[config.mk]
export PLATFORM = sky130hd
export DESIGN_NAME = isa_cycle_seq
export DESIGN_NICKNAME = d
export VERILOG_FILES = /design/src/rtl/isa_seq_pkg.sv /design/src/rtl/isa_len_sel.sv /design/src/rtl/isa_rdy_timer.sv /design/src/rtl/isa_lane_map.sv /design/src/rtl/isa_cycle_seq.sv
export SDC_FILE = /design/constraint.sdc
export NUM_CORES = 1
export LEC_CHECK = 0
export ABC_AREA = 1
export BUFFER_PORTS_ARGS = -buffer_cell sky130_fd_sc_hd__buf_4
export CORE_MARGIN = 2
export CORE_UTILIZATION = 40
export DETAILED_ROUTE_END_ITERATION = 10
export SLEW_MARGIN = 10
export SYNTH_ARGS = -nofsm -noshare
export SYNTH_HDL_FRONTEND = slang
export SYNTH_HIERARCHICAL = 1
export SYNTH_SLANG_ARGS = --single-unit
export TNS_END_PERCENT = 100
[constraint.sdc]
create_clock -name clk -period 4.5 [get_ports clk]
set_input_delay 1.125 -clock clk [delete_from_list [all_inputs] [get_ports clk]]
set_output_delay 1.125 -clock clk [all_outputs]
set_load 0.005 [all_outputs]
[src/rtl/isa_seq_pkg.sv]
package isa_seq_pkg;

   typedef enum logic [2:0] {
      S_IDLE,
      S_ADDR,
      S_BALE,
      S_CMD,
      S_WAIT,
      S_HOLD,
      S_RECOV
   } seq_state_t;

   typedef struct packed {
      logic write;
      logic io;
      logic wide;
   } xfer_kind_t;

endpackage

[src/rtl/isa_len_sel.sv]
module isa_len_sel #(
   parameter int unsigned T_M16   = 4,
   parameter int unsigned T_M16Z  = 2,
   parameter int unsigned T_IO16  = 3,
   parameter int unsigned T_N8    = 9,
   parameter int unsigned T_REC16 = 2,
   parameter int unsigned T_REC8  = 3,
   parameter int unsigned LEN_W   = 5
) (
   input  logic             is16,
   input  logic             io,
   input  logic             zws,
   output logic [LEN_W-1:0] cmd_len,
   output logic [LEN_W-1:0] rec_len
);

   generate
      if (T_M16Z == 0 || T_M16Z >= T_M16) begin : g_bad_zws
         $error("zero-wait length must be nonzero and below the normal 16-bit length");
      end
      if (T_IO16 == 0 || T_N8 <= T_IO16 || T_N8 <= T_M16) begin : g_bad_byte
         $error("byte command must be longer than the 16-bit commands");
      end
      if (T_REC16 == 0 || T_REC8 == 0) begin : g_bad_rec
         $error("recovery lengths must be nonzero");
      end
      if (T_N8 >= (1 << LEN_W) || T_REC8 >= (1 << LEN_W)) begin : g_bad_w
         $error("phase counter too narrow");
      end
   endgenerate

   always_comb begin
      if (!is16)
         cmd_len = LEN_W'(T_N8);
      else if (io)
         cmd_len = LEN_W'(T_IO16);
      else if (zws)
         cmd_len = LEN_W'(T_M16Z);
      else
         cmd_len = LEN_W'(T_M16);
      rec_len = is16 ? LEN_W'(T_REC16) : LEN_W'(T_REC8);
   end

endmodule

[src/rtl/isa_rdy_timer.sv]
module isa_rdy_timer #(
   parameter int unsigned LIMIT = 250,
   parameter int unsigned CW    = 8
) (
   input  logic clk,
   input  logic rst_n,
   input  logic run,
   input  logic rdy,
   output logic expired
);

   generate
      if (LIMIT < 2 || (LIMIT - 1) >= (1 << CW)) begin : g_bad_limit
         $error("timeout limit out of range for counter width");
      end
   endgenerate

   logic [CW-1:0] cnt_q;

   always_ff @(posedge clk or negedge rst_n) begin
      if (!rst_n)
         cnt_q <= '0;
      else if (!run)
         cnt_q <= '0;
      else if (cnt_q != CW'(LIMIT - 1))
         cnt_q <= cnt_q + 1'b1;
   end

   assign expired = run && !rdy && (cnt_q == CW'(LIMIT - 1));

   // expiry needs at least one earlier waiting tick
   p_expire_after_wait_r7: assert property (@(posedge clk) disable iff (!rst_n)
      expired |-> $past(run));

endmodule

[src/rtl/isa_lane_map.sv]
module isa_lane_map #(
   parameter int unsigned DATA_W = 16
) (
   input  logic              clk,
   input  logic              rst_n,
   input  logic              start,
   input  logic              cap,
   input  logic              full_word,
   input  logic              second,
   input  logic              hi_lane,
   input  logic [DATA_W-1:0] wdata,
   input  logic [DATA_W-1:0] sd_in,
   output logic [DATA_W-1:0] sd_out,
   output logic [DATA_W-1:0] rdata
);

   localparam int unsigned BW = DATA_W / 2;

   generate
      if (DATA_W < 2 || (DATA_W % 2) != 0) begin : g_bad_dw
         $error("data width must be even");
      end
   endgenerate

   logic [BW-1:0] wbyte;
   logic [BW-1:0] rbyte;

   always_comb begin
      wbyte  = second ? wdata[DATA_W-1:BW] : wdata[BW-1:0];
      sd_out = full_word ? wdata : {wbyte, wbyte};
      rbyte  = hi_lane ? sd_in[DATA_W-1:BW] : sd_in[BW-1:0];
   end

   always_ff @(posedge clk or negedge rst_n) begin
      if (!rst_n)
         rdata <= '0;
      else if (start)
         rdata <= '0;
      else if (cap) begin
         if (full_word)
            rdata <= sd_in;
         else if (second)
            rdata[DATA_W-1:BW] <= rbyte;
         else
            rdata[BW-1:0] <= rbyte;
      end
   end

   // a byte capture never touches the other half of the result
   p_byte_keep_r11: assert property (@(posedge clk) disable iff (!rst_n)
      (cap && !full_word && !second && !start) |=> $stable(rdata[DATA_W-1:BW]));

endmodule

[src/rtl/isa_cycle_seq.sv]
module isa_cycle_seq
   import isa_seq_pkg::*;
#(
   parameter int unsigned ADDR_W       = 24,
   parameter int unsigned DATA_W       = 16,
   parameter int unsigned SA_W         = 20,
   parameter int unsigned LA_LO        = 17,
   parameter int unsigned CLK_PER_BCLK = 2,
   parameter int unsigned T_M16        = 4,
   parameter int unsigned T_M16Z       = 2,
   parameter int unsigned T_IO16       = 3,
   parameter int unsigned T_N8         = 9,
   parameter int unsigned T_REC16      = 2,
   parameter int unsigned T_REC8       = 3,
   parameter int unsigned TIMEOUT_BCLK = 125,
   parameter int unsigned SMEM_DLY     = 1
) (
   input  logic                     clk,
   input  logic                     rst_n,
   input  logic                     req_valid,
   output logic                     req_ready,
   input  logic [ADDR_W-1:0]        req_addr,
   input  logic [DATA_W-1:0]        req_wdata,
   input  logic                     req_write,
   input  logic                     req_io,
   input  logic                     req_wide,
   output logic                     rsp_done,
   output logic                     rsp_err,
   output logic [DATA_W-1:0]        rsp_rdata,
   output logic [ADDR_W-LA_LO-1:0]  bus_la,
   output logic [SA_W-1:0]          bus_sa,
   output logic                     bus_bale,
   output logic                     bus_sbhe_n,
   output logic                     bus_memr_n,
   output logic                     bus_memw_n,
   output logic                     bus_smemr_n,
   output logic                     bus_smemw_n,
   output logic                     bus_ior_n,
   output logic                     bus_iow_n,
   output logic [DATA_W-1:0]        bus_sd_out,
   output logic                     bus_sd_oe,
   input  logic [DATA_W-1:0]        bus_sd_in,
   input  logic                     bus_memcs16_n,
   input  logic                     bus_iocs16_n,
   input  logic                     bus_nowait_n,
   input  logic                     bus_rdy
);

   localparam int unsigned TO_TICKS = TIMEOUT_BCLK * CLK_PER_BCLK;
   localparam int unsigned TMR_W    = $clog2(TO_TICKS);
   localparam int unsigned LEN_W    = $clog2(T_N8 + T_REC8 + CLK_PER_BCLK + 1);

   generate
      if (ADDR_W <= SA_W || LA_LO >= SA_W) begin : g_bad_addr
         $error("latched address must overlap the top of the system address");
      end
      if (CLK_PER_BCLK < 1) begin : g_bad_ratio
         $error("clock ratio must be at least one");
      end
   endgenerate

   seq_state_t          st_q;
   xfer_kind_t          kind_q;
   logic [ADDR_W-1:0]   addr_q;
   logic [DATA_W-1:0]   wdata_q;
   logic [LEN_W-1:0]    cnt_q;
   logic                is16_q, zws_q, second_q, split_q, err_q, done_q;

   logic                accept, in_cmd, cs16_now, zws_now, cap, full_word, low_meg;
   logic                tmr_expired;
   logic [LEN_W-1:0]    cmd_len, rec_len;

   assign accept    = req_valid && (st_q == S_IDLE);
   assign in_cmd    = (st_q == S_CMD) || (st_q == S_WAIT) || (st_q == S_HOLD);
   assign cs16_now  = kind_q.io ? !bus_iocs16_n : !bus_memcs16_n;
   assign zws_now   = zws_q || ((st_q == S_CMD) && (cnt_q == '0) && !bus_nowait_n);
   assign full_word = kind_q.wide && is16_q && !split_q;
   assign low_meg   = (addr_q[ADDR_W-1:SA_W] == '0);

   isa_len_sel #(
      .T_M16(T_M16), .T_M16Z(T_M16Z), .T_IO16(T_IO16), .T_N8(T_N8),
      .T_REC16(T_REC16), .T_REC8(T_REC8), .LEN_W(LEN_W)
   ) len_i (
      .is16(is16_q), .io(kind_q.io), .zws(zws_now),
      .cmd_len(cmd_len), .rec_len(rec_len)
   );

   isa_rdy_timer #(.LIMIT(TO_TICKS), .CW(TMR_W)) tmr_i (
      .clk(clk), .rst_n(rst_n), .run(st_q == S_WAIT), .rdy(bus_rdy),
      .expired(tmr_expired)
   );

   always_comb begin
      cap = 1'b0;
      unique case (st_q)
         S_CMD:   cap = (cnt_q == cmd_len - 1'b1) && bus_rdy;
         S_WAIT:  cap = !bus_rdy && tmr_expired;
         S_HOLD:  cap = (cnt_q == LEN_W'(CLK_PER_BCLK - 1));
         default: cap = 1'b0;
      endcase
   end

   isa_lane_map #(.DATA_W(DATA_W)) lane_i (
      .clk(clk), .rst_n(rst_n), .start(accept), .cap(cap),
      .full_word(full_word), .second(second_q), .hi_lane(is16_q && addr_q[0]),
      .wdata(wdata_q), .sd_in(bus_sd_in), .sd_out(bus_sd_out), .rdata(rsp_rdata)
   );

   always_ff @(posedge clk or negedge rst_n) begin
      if (!rst_n) begin
         st_q     <= S_IDLE;
         kind_q   <= '0;
         addr_q   <= '0;
         wdata_q  <= '0;
         cnt_q    <= '0;
         is16_q   <= 1'b0;
         zws_q    <= 1'b0;
         second_q <= 1'b0;
         split_q  <= 1'b0;
         err_q    <= 1'b0;
         done_q   <= 1'b0;
      end else begin
         done_q <= 1'b0;
         unique case (st_q)
            S_IDLE: if (req_valid) begin
               addr_q   <= req_wide ? {req_addr[ADDR_W-1:1], 1'b0} : req_addr;
               wdata_q  <= req_wdata;
               kind_q   <= '{write: req_write, io: req_io, wide: req_wide};
               second_q <= 1'b0;
               split_q  <= 1'b0;
               err_q    <= 1'b0;
               st_q     <= S_ADDR;
            end
            S_ADDR: st_q <= S_BALE;
            S_BALE: begin
               is16_q <= cs16_now;
               if (kind_q.wide && !second_q && !cs16_now)
                  split_q <= 1'b1;
               zws_q <= 1'b0;
               cnt_q <= '0;
               st_q  <= S_CMD;
            end
            S_CMD: begin
               cnt_q <= cnt_q + 1'b1;
               if ((cnt_q == '0) && !bus_nowait_n)
                  zws_q <= 1'b1;
               if (cnt_q == cmd_len - 1'b1) begin
                  cnt_q <= '0;
                  st_q  <= bus_rdy ? S_RECOV : S_WAIT;
               end
            end
            S_WAIT: begin
               if (bus_rdy) begin
                  cnt_q <= '0;
                  st_q  <= S_HOLD;
               end else if (tmr_expired) begin
                  err_q <= 1'b1;
                  cnt_q <= '0;
                  st_q  <= S_RECOV;
               end
            end
            S_HOLD: begin
               cnt_q <= cnt_q + 1'b1;
               if (cnt_q == LEN_W'(CLK_PER_BCLK - 1)) begin
                  cnt_q <= '0;
                  st_q  <= S_RECOV;
               end
            end
            S_RECOV: begin
               cnt_q <= cnt_q + 1'b1;
               if (cnt_q == rec_len - 1'b1) begin
                  cnt_q <= '0;
                  if (split_q && !second_q) begin
                     second_q  <= 1'b1;
                     addr_q[0] <= 1'b1;
                     st_q      <= S_ADDR;
                  end else begin
                     done_q <= 1'b1;
                     st_q   <= S_IDLE;
                  end
               end
            end
            default: st_q <= S_IDLE;
         endcase
      end
   end

   assign req_ready  = (st_q == S_IDLE);
   assign rsp_done   = done_q;
   assign rsp_err    = done_q && err_q;
   assign bus_la     = addr_q[ADDR_W-1:LA_LO];
   assign bus_sa     = addr_q[SA_W-1:0];
   assign bus_bale   = (st_q == S_BALE);
   assign bus_sbhe_n = (st_q == S_IDLE) ? 1'b1 : (kind_q.wide ? second_q : ~addr_q[0]);
   assign bus_memr_n = !(in_cmd && !kind_q.io && !kind_q.write);
   assign bus_memw_n = !(in_cmd && !kind_q.io &&  kind_q.write);
   assign bus_ior_n  = !(in_cmd &&  kind_q.io && !kind_q.write);
   assign bus_iow_n  = !(in_cmd &&  kind_q.io &&  kind_q.write);
   assign bus_sd_oe  = kind_q.write && (st_q != S_IDLE);

   logic smemr_raw_n, smemw_raw_n;
   assign smemr_raw_n = bus_memr_n || !low_meg;
   assign smemw_raw_n = bus_memw_n || !low_meg;

   generate
      if (SMEM_DLY != 0) begin : g_smem_reg
         logic smemr_q, smemw_q;
         always_ff @(posedge clk or negedge rst_n) begin
            if (!rst_n) begin
               smemr_q <= 1'b1;
               smemw_q <= 1'b1;
            end else begin
               smemr_q <= smemr_raw_n;
               smemw_q <= smemw_raw_n;
            end
         end
         assign bus_smemr_n = smemr_q;
         assign bus_smemw_n = smemw_q;

         // the low-megabyte read strobe trails the main read strobe
         p_smemr_follows_r9: assert property (@(posedge clk) disable iff (!rst_n)
            !bus_smemr_n |-> $past(!bus_memr_n));
         p_smemw_follows_r9: assert property (@(posedge clk) disable iff (!rst_n)
            !bus_smemw_n |-> $past(!bus_memw_n));
      end else begin : g_smem_comb
         assign bus_smemr_n = smemr_raw_n;
         assign bus_smemw_n = smemw_raw_n;
      end
   endgenerate

   // address latch pulse lasts one tick, addresses set up a tick before it
   p_bale_one_tick_r2: assert property (@(posedge clk) disable iff (!rst_n)
      bus_bale |=> !bus_bale);
   p_la_setup_r2: assert property (@(posedge clk) disable iff (!rst_n)
      $rose(bus_bale) |-> ($stable(bus_la) && $stable(bus_sa)));
   p_addr_hold_r2: assert property (@(posedge clk) disable iff (!rst_n)
      (in_cmd && $past(in_cmd)) |-> ($stable(bus_la) && $stable(bus_sa)));
   // never more than one command strobe
   p_one_strobe_r12: assert property (@(posedge clk) disable iff (!rst_n)
      $onehot0({!bus_memr_n, !bus_memw_n, !bus_ior_n, !bus_iow_n}));
   // command held while the target is not ready
   p_hold_not_ready_r6: assert property (@(posedge clk) disable iff (!rst_n)
      ((st_q == S_WAIT) && !bus_rdy && !tmr_expired) |=> in_cmd);
   // expiry ends the command with the error flag set
   p_timeout_ends_r7: assert property (@(posedge clk) disable iff (!rst_n)
      ((st_q == S_WAIT) && tmr_expired) |=> ((st_q == S_RECOV) && err_q));
   // done is a single-tick pulse with no address latch pulse
   p_done_pulse_r8: assert property (@(posedge clk) disable iff (!rst_n)
      rsp_done |=> !rsp_done);
   p_recov_quiet_r8: assert property (@(posedge clk) disable iff (!rst_n)
      (st_q == S_RECOV) |-> (!bus_bale && bus_memr_n && bus_memw_n && bus_ior_n && bus_iow_n));

endmodule

# ---- Word level (Yosys, flattened, before mapping)
# Cells that the tools add are included.
dict set report totals {
  in_bits 66
  word_cells 158
  reg_bits 82
}
dict set report classes {
  muxes 50
  bitwise 1
  reduce_logical 61
  addsub 4
  n_eq_ne 23
}
# operator count
set op_table {}
lappend op_table {{16-bit two-way mux} 4}
lappend op_table {{8-bit two-way mux} 6}
lappend op_table {{4-bit two-way mux} 7}
lappend op_table {{1-bit logical AND} 22}
lappend op_table {{3-bit two-way mux} 7}
lappend op_table {{3-bit one-hot mux with 7 select lines} 1}
lappend op_table {{4-bit one-hot mux with 5 select lines} 1}
lappend op_table {{1-bit two-way mux} 17}
lappend op_table {{1-bit logical NOT} 14}
lappend op_table {{2-bit inequality test (second input constant)} 6}
lappend op_table {{1-bit one-hot mux with 2 select lines} 5}
lappend op_table {{2-bit AND reduction} 5}
lappend op_table {{2-bit nonzero test} 5}
lappend op_table {{3-bit == test (second input constant)} 3}
lappend op_table {{8-bit by 1-bit adder with 8-bit output (second input constant)} 1}
lappend op_table {{4-bit == test} 2}
lappend op_table {{8-bit == test (second input constant)} 1}
lappend op_table {{4-bit logical NOT} 2}
lappend op_table {{2-bit by 1-bit inequality test with 1-bit output (second input constant)} 4}
lappend op_table {{8-bit inequality test (second input constant)} 1}
lappend op_table {{4-bit AND reduction} 2}
lappend op_table {{4-bit by 1-bit subtractor with 4-bit output (second input constant)} 2}
lappend op_table {{3-bit by 2-bit == test with 1-bit output (second input constant)} 2}
lappend op_table {{3-bit nonzero test} 2}
lappend op_table {{13 further kinds} 17}

# ---- Longest topological paths before layout
# Gate-level depths: netlist of the first run.
dict set report depth {
  depth_word 13
  depth_mapped 21
  depth_no_buf 21
}

# ---- Cells and area by module
# The synthesis of the first run kept the hierarchy.
# module n_inst seq_area_each_um2 area_per_inst_um2 cells_each
set by_module_without_submodules {}
lappend by_module_without_submodules {isa_cycle_seq 1 1453.9 2837.7 356}
lappend by_module_without_submodules {isa_lane_map 1 400.4 1193.6 203}
lappend by_module_without_submodules {isa_rdy_timer 1 200.2 488.0 67}
lappend by_module_without_submodules {isa_len_sel 1 0.0 60.1 12}

# ---- Least setup slack after synthesis of the first run
# OpenSTA, ideal clock, no wires.
dict set report synth_timing {
  kind {input -> register}
  start {in bus_nowait_n}
  end {reg lane_i.rdata[0]}
  cell_stages 17
  path_slack_ns 1.629
  required_ns 4.435
  n_path_buf 0
  arrival_ns 2.806
  setup_ns 0.065
  cell_sequence {inv_1 -> nand4_1 -> nand2_1 -> nor2_1 -> nor2_1 -> inv_1 -> ha_1 -> xor2_1 -> nand2_1 -> nor2_1 -> nand2_1 -> o221ai_1 -> or2_4 -> nand2_4 -> nor2_4 -> nand2_1 -> nand2_1}
}
dict set report synth_via {
  elab_chain_len 12
}
# element line
set synth_rtl {}
lappend synth_rtl {{from (decl)} isa_cycle_seq.sv:45} ;# input logic bus_nowait_n,
lappend synth_rtl {{1-bit logical NOT} isa_cycle_seq.sv:76} ;# assign zws_now = zws_q || ((st_q == S_CMD) && (cnt_q == '0) && !bus_nowait_n);
lappend synth_rtl {{1-bit logical AND} isa_cycle_seq.sv:76}
lappend synth_rtl {{1-bit logical OR} isa_cycle_seq.sv:76}
lappend synth_rtl {{net zws_now} isa_cycle_seq.sv:69} ;# logic accept, in_cmd, cs16_now, zws_now, cap, full_word, low_meg;
lappend synth_rtl {{3-bit two-way mux} isa_len_sel.sv:37} ;# else if (zws)
lappend synth_rtl {{4-bit two-way mux} isa_len_sel.sv:35} ;# else if (io)
lappend synth_rtl {{4-bit two-way mux} isa_len_sel.sv:33} ;# if (!is16)
lappend synth_rtl {{net cmd_len[1]} isa_cycle_seq.sv:71} ;# logic [LEN_W-1:0] cmd_len, rec_len;
lappend synth_rtl {{4-bit by 1-bit subtractor with 4-bit output} isa_cycle_seq.sv:96} ;# S_CMD: cap = (cnt_q == cmd_len - 1'b1) && bus_rdy;
lappend synth_rtl {{4-bit == test} isa_cycle_seq.sv:96}
lappend synth_rtl {{1-bit logical AND} isa_cycle_seq.sv:96}
lappend synth_rtl {{1-bit one-hot mux with 3 select lines} isa_cycle_seq.sv:95} ;# unique case (st_q)
lappend synth_rtl {{net cap} isa_cycle_seq.sv:69}
lappend synth_rtl {{2-bit nonzero test (no source line)} -}
lappend synth_rtl {{2-bit AND reduction (no source line)} -}
lappend synth_rtl {{to (signal assigned)} isa_lane_map.sv:41} ;# rdata <= sd_in;
lappend synth_rtl {{to (signal, indexed assignment)} isa_lane_map.sv:43} ;# rdata[DATA_W-1:BW] <= rbyte;
lappend synth_rtl {{to (signal, indexed assignment)} isa_lane_map.sv:45} ;# rdata[BW-1:0] <= rbyte;
lappend synth_rtl {{to (decl)} isa_lane_map.sv:14} ;# output logic [DATA_W-1:0] rdata
# The timed path passes the listed nets, and every way through them passes these cells.
# A chain may end at the register's enable or synchronous reset.

# ---- Worst setup path in the final report of the first run
dict set report layout_timing {
  start {reg is16_q}
  end {out bus_sd_out[15]}
}
dict set report layout_via {
  elab_chain_len 3
}
# element line
set layout_rtl {}
lappend layout_rtl {{from (decl)} isa_cycle_seq.sv:67} ;# logic is16_q, zws_q, second_q, split_q, err_q, done_q;
lappend layout_rtl {{from (signal assigned)} isa_cycle_seq.sv:136} ;# is16_q <= cs16_now;
lappend layout_rtl {{1-bit logical AND (2 in series)} isa_cycle_seq.sv:77} ;# assign full_word = kind_q.wide && is16_q && !split_q;
lappend layout_rtl {{net full_word} isa_cycle_seq.sv:69}
lappend layout_rtl {{16-bit two-way mux} isa_lane_map.sv:30} ;# sd_out = full_word ? wdata : {wbyte, wbyte};
lappend layout_rtl {{to (decl)} isa_cycle_seq.sv:40} ;# output logic [DATA_W-1:0] bus_sd_out,
# The timed path passes the listed nets, and every way through them passes these cells.

==> results of run 1 <==
==> layer usage <==
metal	track usage (%)	part of all wire, %
met1	25.0	44
met2	32.9	48
met3	4.59	6.2
met4	7.67	2.0
met5	0	0
==> synth_stat cells, drive strengths merged <==
master and number:
nor4 1, o211ai 2, a21oi 18, xnor2 5, a31oi 1, o221ai 1
xor2 5, conb 2, dfrtp 80, nor2 34, nor3 2, inv 74
nand2 309, nand3b 2, ha 7, clkbuf 3, dfstp 2, o21bai 1
or2 1, o311ai 1, buf 25, o21ai 26, nand3 27, nand4 9
==> flip-flops by register name, summed over array words and instances (netlist names), 3 cells and up <==
| register | count |
|---|---|
| addr_q | 24 |
| cnt_q | 4 |
| kind_q | 3 |
| lane_i/rdata | 16 |
| st_q | 3 |
| tmr_i/cnt_q | 8 |
| wdata_q | 16 |
==> layout by cell type (no fill, tap or decap), types with 3 or more instances in the layout <==
cell type,count
o21ai_0,22
nand2_1,304
inv_2,4
inv_1,70
nand4_1,9
xor2_1,5
ha_1,7
conb_1,3
nand2_4,3
clkbuf_16,9
nor2_4,4
a21oi_1,18
buf_4,139
nand3_1,26
xnor2_1,5
o21ai_1,4
dfrtp_1,80
nor2_1,28
==> path summary, 6_finish.rpt <==
kind                       slack, ps              end
hold reg to reg                  470       wdata_q[8]
setup / recovery                1290   bus_sd_out[15]
max in group asynchronous       2800      bus_smemw_n
min in group asynchronous        870            zws_q
hold / removal                   470       wdata_q[8]
setup reg to reg                1660  lane_i/rdata[6]
==> tightest hold or removal path, delay by kind of cell, from the launching register on <==
kind	cells	cell delay [ps]
flops	1	340
simple gates	2	100
==> final cells by class <==
class | count | area [µm²]
fillers | 1153 | 5370
flip-flops and latches | 82 | 2050
multi-input cells | 455 | 2050
repair buffers | 139 | 1040
inverters | 74 | 278
clock buffers | 12 | 246
well taps | 143 | 179
clock inverters | 4 | 51.3
==> power by group through the flow <==
stage	clock network [mW]	registers, mW	logic, mW
final	0.739	1.27	1.87
after global routing	0.792	1.32	2.12
after CTS	0.758	1.28	1.90
after detailed placement	0	1.28	1.89
after global placement	0	1.27	1.86
after floorplan	0	1.22	1.14
==> kinds of logic after synthesis <==
kind of cell               after synthesis
and+or+nand+nor                        385
buffers and inverters                  102
DFF                                     82
AOI/OAI and AO/OA                       50
xor gates and xnor gates                10
adders and majority gates                7
other                                    2
==> stage by stage <==
step           worst slack [ps]  cells
5_1_grt                    1120    909
3_5_place_dp               1230    893
2_1_floorplan              1630    639
6_report                   1290    909
3_3_place_gp               1300    893
4_1_cts                    1250    909
==> impl_metrics.env, run 1 <==
export IMPL_run_status="complete, no violations"
export IMPL_hp_start="wdata_q[8]"
export IMPL_hold_ws_ps=469
export IMPL_synth_area_mux_share_pct=0
export IMPL_cts_tree="yes"
export IMPL_synth_fa_ha_area_share_pct=1.91
export IMPL_clk_path_buf_depth=2
export IMPL_synth_top_area_share_pct=43.7
export IMPL_via_per_inst=4.76
export IMPL_antenna_found_initial=0
export IMPL_min_delay_path_depth=2
export IMPL_ctsResizeCount=0
export IMPL_hold_viol=0
export IMPL_cp_slowest_cell="dfrtp_1"
export IMPL_crit_top_cell="buf_4"
export IMPL_io_pins=137
export IMPL_power_leakage_nw=3.30
export IMPL_layout_nets=834
export IMPL_final_max_slew_viol_count=0
export IMPL_end_kind="primary output"
export IMPL_routabilityCongestion=0.823
export IMPL_die_h_um=111
export IMPL_r2r_start="st_q[0]"
export IMPL_core_area_mm2=0.0113
export IMPL_cts_htree_levels=3
export IMPL_synth_xor_xnor_area_share_pct=1.91
export IMPL_ant_nets=0
export IMPL_dr_pass1_iters=4
export IMPL_synthSimpleGateAreaFrac_pct=34.6
export IMPL_synth_cells=638
export IMPL_io_buffers=136
export IMPL_tightest_slew_ps=779
export IMPL_vdd_drop_max_mv=0.256
export IMPL_tns_ps=0
export IMPL_comb_power_share_pct=48.1
export IMPL_clkPwrFrac_pct=19.1
export IMPL_slew_headroom_pct=48.1
export IMPL_setup_violations_final=0
export IMPL_seqPwrFrac_pct=32.8
export IMPL_finish_instance_area_mm2=0.00590
export IMPL_yosysTopAreaCell="dfrtp_1"
export IMPL_overflow=0
export IMPL_synth_seq_area_share_pct=44.9
export IMPL_area_delta_synth_final_pct=28.8
export IMPL_grt_start_max_net_pins=61
export IMPL_place_hpwl_um=8600
export IMPL_hp_class="reg2reg"
export IMPL_cts_buffers_inserted=9
export IMPL_crit_chain="nand2_1 > nor2_2 > buf_4 > inv_1 > o21ai_0 > buf_4"
export IMPL_cp_slowest_stage_delay_ps=440
export IMPL_worst_path_buf_inv=3
export IMPL_synth_top_family_by_area="simple AND/OR/NAND/NOR gates"
export IMPL_cp_top_family="buffers and inverters"
export IMPL_vias=4325
export IMPL_wl_per_cell_um=13.0
export IMPL_start_util_pct=40.6
export IMPL_critPathMaxFanout=34
export IMPL_synth_compound_area_share_pct=5.98
export IMPL_synth_ff_latch_count=82
export IMPL_worst_setup_path_type="reg2out"
export IMPL_arrival_ps=2080
export IMPL_layout_min_cycle_time_ps=3210
export IMPL_post_cts_setup_buffer_count=0
export IMPL_grt_pass1_wl_um=19900
export IMPL_die_area_mm2=0.0123
export IMPL_routed_wl_um=11800
export IMPL_drtIter0Drc=256
export IMPL_switching_power_mw=1.56
export IMPL_rsz0062_at_grt="false"
export IMPL_sw_frac_of_total_pct=40.3
export IMPL_total_power_mw=3.88
export IMPL_p_int_mw=2.31
export IMPL_clk_insertion_delay_late_ps=340
export IMPL_max_freq_mhz=312
export IMPL_drcViolationCount=0
export IMPL_synth_cell_types=34
export IMPL_grt_total_usage_pct=19.8
export IMPL_cts_reportedPaths_clkPinSlew_ps=60
export IMPL_chipWidth_um=111
export IMPL_synth_area_leaders="dfrtp_1 (44%), nand2_1 (25%), inv_1 (5.7%)"
export IMPL_cts_root_buf="clkbuf_16"
export IMPL_cp_start_kind="flop"
export IMPL_yosysWarnings=6
export IMPL_crit_required_ps=3380
export IMPL_finClkSkew_ps=8.82
export IMPL_fin_util_pct=52.3
export IMPL_power_density_mw_per_mm2=657
export IMPL_cp_num_cells=6
export IMPL_placed_area_mm2=0.00560
export IMPL_clock_sinks=82
export IMPL_diodes=0
export IMPL_rows=39
export IMPL_syn_area_per_cell_um2=7.18
export IMPL_reg2regPathDepth=18
export IMPL_grt_pass1_vias=4220
export IMPL_drv_cap=0
export IMPL_postCtsHoldBufs=0
export IMPL_final_period_utilization_pct=71.3
export IMPL_crit_start="is16_q"
export IMPL_syn_cell_area_mm2=0.00458
export IMPL_drive_gt1_share_pct=22.6
Power figures use the tool's default switching activity.
==> inputs of run 2 (changes only) <==
--- a/config.mk
+++ b/config.mk
@@ -5,11 +5,12 @@
 export SDC_FILE = /design/constraint.sdc
 export NUM_CORES = 1
 export LEC_CHECK = 0
-export ABC_AREA = 1
+export ABC_AREA = 0
 export BUFFER_PORTS_ARGS = -buffer_cell sky130_fd_sc_hd__buf_4
 export CORE_MARGIN = 2
 export CORE_UTILIZATION = 40
 export DETAILED_ROUTE_END_ITERATION = 10
+export PLACE_DENSITY = 0.65
 export SLEW_MARGIN = 10
 export SYNTH_ARGS = -nofsm -noshare
 export SYNTH_HDL_FRONTEND = slang
==> constraint.sdc (replaced) <==
create_clock -name clk -period 3.3 [get_ports clk]
set_input_delay 0.825 -clock clk [delete_from_list [all_inputs] [get_ports clk]]
set_output_delay 0.825 -clock clk [all_outputs]
set_load 0.005 [all_outputs]
==> run 2 against run 1 <==
Against the previous run: sequential share of layout area up 1.4 points; count of clock-buffer cells in the layout down 3; global-route usage down 0.25 points; first-iteration DRC count down 35%; area after synthesis down 6.7%; routed wire length down 7.7%; flip-flop and latch count unchanged; die area down 6.4%; synthesized cell count down 28%; non-clock buffer count up 9; largest cell class unchanged; largest power group unchanged.
==> impl_metrics.env, run 2 <==
export IMPL_arrival_ps=3290
export IMPL_critPathMaxFanout=8
export IMPL_final_max_slew_viol_count=0
export IMPL_power_leakage_nw=2.95
export IMPL_synthArstFlopShare_pct=100
export IMPL_io_pins=137
export IMPL_yosysWarnings=6
export IMPL_routabilityCongestion=0.812
export IMPL_synth_cell_types=63
export IMPL_cts_tree="yes"
export IMPL_top_regs="addr_q: 24 flops, lane_i/rdata: 16 flops, wdata_q: 16 flops"
export IMPL_tightest_slew_ps=587
export IMPL_drcViolationCount=0
export IMPL_rsz0062_at_grt="false"
export IMPL_power_density_mw_per_mm2=858
export IMPL_crit_chain="inv_1 > ha_1 > nor4b_2 > a21o_1 > buf_4 > nor3b_2 > xnor3_1 > and4b_1 > nand4_1 > o21ai_1 > buf_4 > a21oi_2 > o2bb2ai_1"
export IMPL_run_status="complete, no violations"
export IMPL_cts_root_buf="clkbuf_8"
export IMPL_grt_pass1_vias=3641
export IMPL_syn_cell_area_mm2=0.00427
export IMPL_synth_edf_count=0
export IMPL_place_hpwl_um=7950
export IMPL_io_buffers=136
export IMPL_via_per_inst=4.94
export IMPL_r2r_start="cnt_q[0]"
export IMPL_wl_per_cell_um=14.8
export IMPL_cp_top_family="compound AO/OA/AOI/OAI gates"
export IMPL_vdd_drop_max_mv=0.403
export IMPL_largest_register="addr_q"
export IMPL_r2r_end="lane_i/rdata[7]"
export IMPL_ctsResizeCount=0
export IMPL_placed_area_mm2=0.00542
export IMPL_post_place_ws_ps=-142
export IMPL_layout_common_cells="nand2_1 (163), buf_4 (147), dfrtp_1 (80)"
export IMPL_synth_seq_area_share_pct=48.1
export IMPL_ant_nets=0
export IMPL_synth_ff_type="dfrtp_1"
export IMPL_fin_cells=733
export IMPL_setup_violations_final=0
export IMPL_die_h_um=107
export IMPL_yosysTopAreaCell="dfrtp_1"
export IMPL_r2r_slack_ps=290
export IMPL_largest_register_ffs=24
export IMPL_worst_path_buf_inv=3
export IMPL_rows=37
export IMPL_hp_class="in2async"
export IMPL_setup_ws_ps=286
export IMPL_antenna_found_initial=0
export IMPL_top_usage_layer="met2"
export IMPL_crit_required_ps=3580
export IMPL_clk_insertion_delay_late_ps=360
export IMPL_clock_sinks=82
export IMPL_grtUsageMet1_pct=25.9
export IMPL_grt_pass1_wl_um=17700
export IMPL_cp_slowest_cell="dfrtp_1"
export IMPL_layout_commonest_cell="nand2_1"
export IMPL_overflow=0
export IMPL_area_delta_synth_final_pct=32.6
export IMPL_synth_cells=457
export IMPL_crit_top_cell="buf_4"
export IMPL_use_met3_pct=6.72
export IMPL_grt_start_max_net_pins=83
export IMPL_start_util_pct=41.2
export IMPL_reg2regPathDepth=13
export IMPL_postCtsHoldBufs=0
export IMPL_layout_nets=665
export IMPL_end_kind="flop"
export IMPL_drtIter0Drc=166
export IMPL_worst_setup_path_type="reg2reg"
export IMPL_post_cts_setup_buffer_count=0
export IMPL_cts_reportedPaths_clkPinSlew_ps=80
export IMPL_dp_cells=717
export IMPL_layout_min_cycle_time_ps=3010
export IMPL_grtUsageMet2_pct=30.3
export IMPL_synth_area_leaders="dfrtp_1 (47%), nand2_1 (14%), mux2i_1 (4.9%)"
export IMPL_routed_wl_um=10900
export IMPL_drv_cap=0
export IMPL_diodes=0
export IMPL_cp_start_kind="flop"
export IMPL_slew_headroom_pct=60.8
export IMPL_cp_slowest_stage_delay_ps=480
export IMPL_finClkSkew_ps=15.4
export IMPL_synth_ff_latch_count=82
export IMPL_cts_htree_levels=3
export IMPL_chipWidth_um=107
export IMPL_vias=3623
export IMPL_synth_most_common_cell="nand2_1"
export IMPL_dr_pass1_iters=4
export IMPL_core_area_mm2=0.0104
export IMPL_cts_buffers_inserted=9
export IMPL_final_period_utilization_pct=91.3
export IMPL_grt_total_usage_pct=19.5
export IMPL_drive_gt1_share_pct=32.5
export IMPL_synth_top_area_share_pct=46.8
export IMPL_max_freq_mhz=332
export IMPL_hold_ws_ps=467
export IMPL_syn_area_per_cell_um2=9.35
export IMPL_clk_path_buf_depth=2
export IMPL_die_area_mm2=0.0115
export IMPL_synth_common_cells="nand2_1 (165), dfrtp_1 (80), mux2i_1 (21), o2bb2ai_1 (16), nor2_1 (12)"
export IMPL_hold_viol=0
export IMPL_crit_start="cnt_q[0]"
export IMPL_finish_instance_area_mm2=0.00567
-- run 2: cells by family after synthesis --
group                    count (synthesis)  share of synthesized area, %
AND/OR/NAND/NOR                        234                          24.9
flip-flops                              82                          48.1
AO/OA/AOI/OAI                           53                          9.69
buffers and inverters                   36                          4.48
multiplexers                            30                          7.29
XOR/XNOR                                13                          3.31
adder cells (fa/ha/maj)                  7                          2.05
other                                    2                         0.176
-- run 2: area by class of cell --
class / instances / area (µm²)
fillers: 978 / 4700
flip-flops and latches: 82 / 2050
multi-input cells: 340 / 2050
repair buffers: 148 / 1120
well taps: 136 / 170
clock buffers: 9 / 124
clock inverters: 7 / 100
inverters: 11 / 41.3
-- run 2: worst max-delay path by stage --
| stage | cells past startpoint | endpoint | slack, ps |
|---|---|---|---|
| 2_1_floorplan | 12 | lane_i/rdata[0] | 180 |
| 3_3_place_gp | 13 | lane_i/rdata[9] | -20 |
| 3_5_place_dp | 13 | lane_i/rdata[6] | -140 |
| 4_1_cts | 14 | lane_i/rdata[6] | 70 |
| 5_1_grt | 13 | lane_i/rdata[7] | 10 |
| 6_report | 13 | lane_i/rdata[7] | 290 |
-- run 2: power breakdown --
part | internal, mW | total, mW | switching (mW) | leakage [nW]
logic | 1.24 | 2.41 | 1.17 | 1.77
clock network | 0.434 | 0.822 | 0.388 | 0.115
registers | 1.35 | 1.63 | 0.281 | 1.06
-- run 2: through the flow --
stage | utilization, % | TNS [ps] | total power [mW]
floorplan | - | 0 | 3.05
global route | 54.6 | 0 | 5.26
CTS | 54.4 | 0 | 4.91
detailed placement | 52.3 | -1540 | 4.07
finish | 54.6 | 0 | 4.86
global placement | 52.3 | -218 | 4.02
-- run 2: routing by layer --
metal	vias up	part of all wire (%)
met3	12	8.7
met1	1702	44
met5	-	0
li1	1782	-
met2	127	46
met4	0	1.3
==> inputs of run 3 (changes only) <==
--- a/config.mk
+++ b/config.mk
@@ -11,6 +11,7 @@
 export CORE_UTILIZATION = 40
 export DETAILED_ROUTE_END_ITERATION = 10
 export PLACE_DENSITY = 0.65
+export RECOVER_POWER = 100
 export SLEW_MARGIN = 10
 export SYNTH_ARGS = -nofsm -noshare
 export SYNTH_HDL_FRONTEND = slang
==> run 3 against run 2 <==
Against the previous run: the flow now finishes with violations (capacitance limit, slew limit); count of clock-buffer cells in the layout unchanged; clock power about the same; critical path depth unchanged; non-clock buffer count unchanged; first-iteration DRC count increased by 22%; worst setup slack got worse by 7.1 ps; global-route usage unchanged; critical endpoint is now lane_i/rdata[6]; highest routed layer unchanged.
==> impl_metrics.env, run 3 (synthesis results as in run 2) <==
export IMPL_crit_required_ps=3570
export IMPL_vias=3610
export IMPL_max_freq_mhz=331
export IMPL_total_power_mw=4.69
export IMPL_arrival_ps=3290
export IMPL_die_h_um=107
export IMPL_top_regs="addr_q: 24 flops, lane_i/rdata: 16 flops, wdata_q: 16 flops"
export IMPL_ant_nets=0
export IMPL_final_max_slew_viol_count=83
export IMPL_vdd_drop_max_mv=0.390
export IMPL_start_util_pct=41.2
export IMPL_clk_insertion_delay_late_ps=360
export IMPL_drv_cap=1
export IMPL_slew_headroom_pct=-37.2
export IMPL_seqPwrFrac_pct=34.6
export IMPL_comb_power_share_pct=47.8
export IMPL_place_hpwl_um=7950
export IMPL_chipWidth_um=107
export IMPL_drtIter0Drc=202
export IMPL_largest_register_ffs=24
export IMPL_post_cts_setup_buffer_count=0
export IMPL_cts_htree_levels=3
export IMPL_wl_per_cell_um=14.8
export IMPL_switching_power_mw=1.81
export IMPL_layout_commonest_cell="nand2_1"
export IMPL_grt_total_usage_pct=19.5
export IMPL_hold_ws_ps=485
export IMPL_tns_ps=0
export IMPL_layout_min_cycle_time_ps=3020
export IMPL_antenna_found_initial=0
export IMPL_drive_gt1_share_pct=28.6
export IMPL_dr_pass1_iters=4
export IMPL_clock_sinks=82
export IMPL_layout_nets=665
export IMPL_cts_tree="yes"
export IMPL_routabilityCongestion=0.812
export IMPL_multiInputGateArea_mm2=0.00203
export IMPL_drcViolationCount=0
export IMPL_via_per_inst=4.92
export IMPL_hp_class="reg2reg"
export IMPL_sw_frac_of_total_pct=38.6
export IMPL_area_delta_synth_final_pct=29.9
export IMPL_worst_setup_path_type="reg2reg"
export IMPL_setup_violations_final=0
export IMPL_power_leakage_nw=2.84
export IMPL_routed_wl_um=10800
export IMPL_grt_pass1_vias=3641
export IMPL_clk_path_buf_depth=2
export IMPL_grt_pass1_wl_um=17700
export IMPL_core_area_mm2=0.0104
export IMPL_io_buffers=136
export IMPL_die_area_mm2=0.0115
export IMPL_grt_start_max_net_pins=83
export IMPL_final_period_utilization_pct=91.6
export IMPL_layout_common_cells="nand2_1 (163), dfrtp_1 (80), buf_4 (72)"
export IMPL_clkPwrFrac_pct=17.6
export IMPL_run_status="finished, violations left"
export IMPL_violations="capacitance limit, slew limit"
export IMPL_overflow=0
export IMPL_diodes=0
export IMPL_cts_reportedPaths_clkPinSlew_ps=100
export IMPL_cts_root_buf="clkbuf_8"
export IMPL_cts_buffers_inserted=9
export IMPL_postCtsHoldBufs=0
export IMPL_critPathMaxFanout=8
export IMPL_io_pins=137
export IMPL_hold_viol=0
export IMPL_tightest_slew_ps=2060
export IMPL_finClkSkew_ps=15.5
export IMPL_rows=37
export IMPL_rsz0062_at_grt="false"
export IMPL_largest_register="addr_q"
export IMPL_n_fill_cell=1007
export IMPL_regArea_mm2=0.00205
export IMPL_r2r_slack_ps=280
export IMPL_end_kind="flop"
export IMPL_power_density_mw_per_mm2=845
export IMPL_ctsResizeCount=0
export IMPL_cp_start_kind="flop"
export IMPL_p_int_mw=2.88
export IMPL_fin_util_pct=53.5
## run 3: changes by cell type in the layout (fill, tap and decap cells not counted), moves of 3 or more
cell / previous run / this run
buf_4: 147 / 72
clkbuf_4: 0 / 55
clkbuf_1: 0 / 18
clkbuf_2: 0 / 3
## run 3: path summary, 6_finish.rpt
check	cells past startpoint	to	from
max reg2reg	13	lane_i/rdata[6]	cnt_q[0]
max	13	lane_i/rdata[6]	cnt_q[0]
max in group asynchronous	2	addr_q[22]	rst_n
min reg2reg	2	addr_q[9]	addr_q[9]
min in group asynchronous	2	tmr_i/cnt_q[6]	rst_n
min	2	addr_q[9]	addr_q[9]
## run 3: worst max-delay path, stage by stage (launching register included)
cell       delay [ps]
dfrtp_1           480
inv_1             110
ha_1              200
nor4b_2           160
a21o_1            200
clkbuf_4          140
nor3b_2           240
xnor3_1           360
and4b_1           230
nand4_1            90
o21ai_1            90
buf_4             160
a21oi_2           320
o2bb2ai_1         170
## run 3: area by class of cell
class	count	area share, %
Clock buffer	9	2.23
Clock inverter	7	1.80
Inverter	11	0.744
Multi-Input combinational cell	340	36.5
Sequential cell	82	37.0
Tap cell	136	3.07
Timing Repair Buffer	148	18.7
## run 3: metal layers
layer / share of wire, % / track usage, % / wire length, µm
met4: 1.3 / 5.49 / 140
met5: 0 / 0 / 0
met2: 46 / 30.3 / 4990
met3: 8.1 / 6.72 / 880
met1: 45 / 25.9 / 4840
## run 3: metrics by stage
stage / std cells / setup WS [ps] / instance area, µm²
finish: 733 / 279 / 5550
global route: 733 / 20.9 / 5550
CTS: 733 / 72.4 / 5650
detailed placement: 717 / -142 / 5420
global placement: 717 / -22.5 / 5420
floorplan: 458 / 179 / 4280
## run 3: power by group through the flow
stage               logic [mW]  registers, mW  clock network, mW
CTS                       2.44           1.63              0.848
finish                    2.24           1.62              0.824
detailed placement        2.43           1.64                  0
global route              2.53           1.68              0.887
floorplan                 1.45           1.60                  0
global placement          2.39           1.63                  0
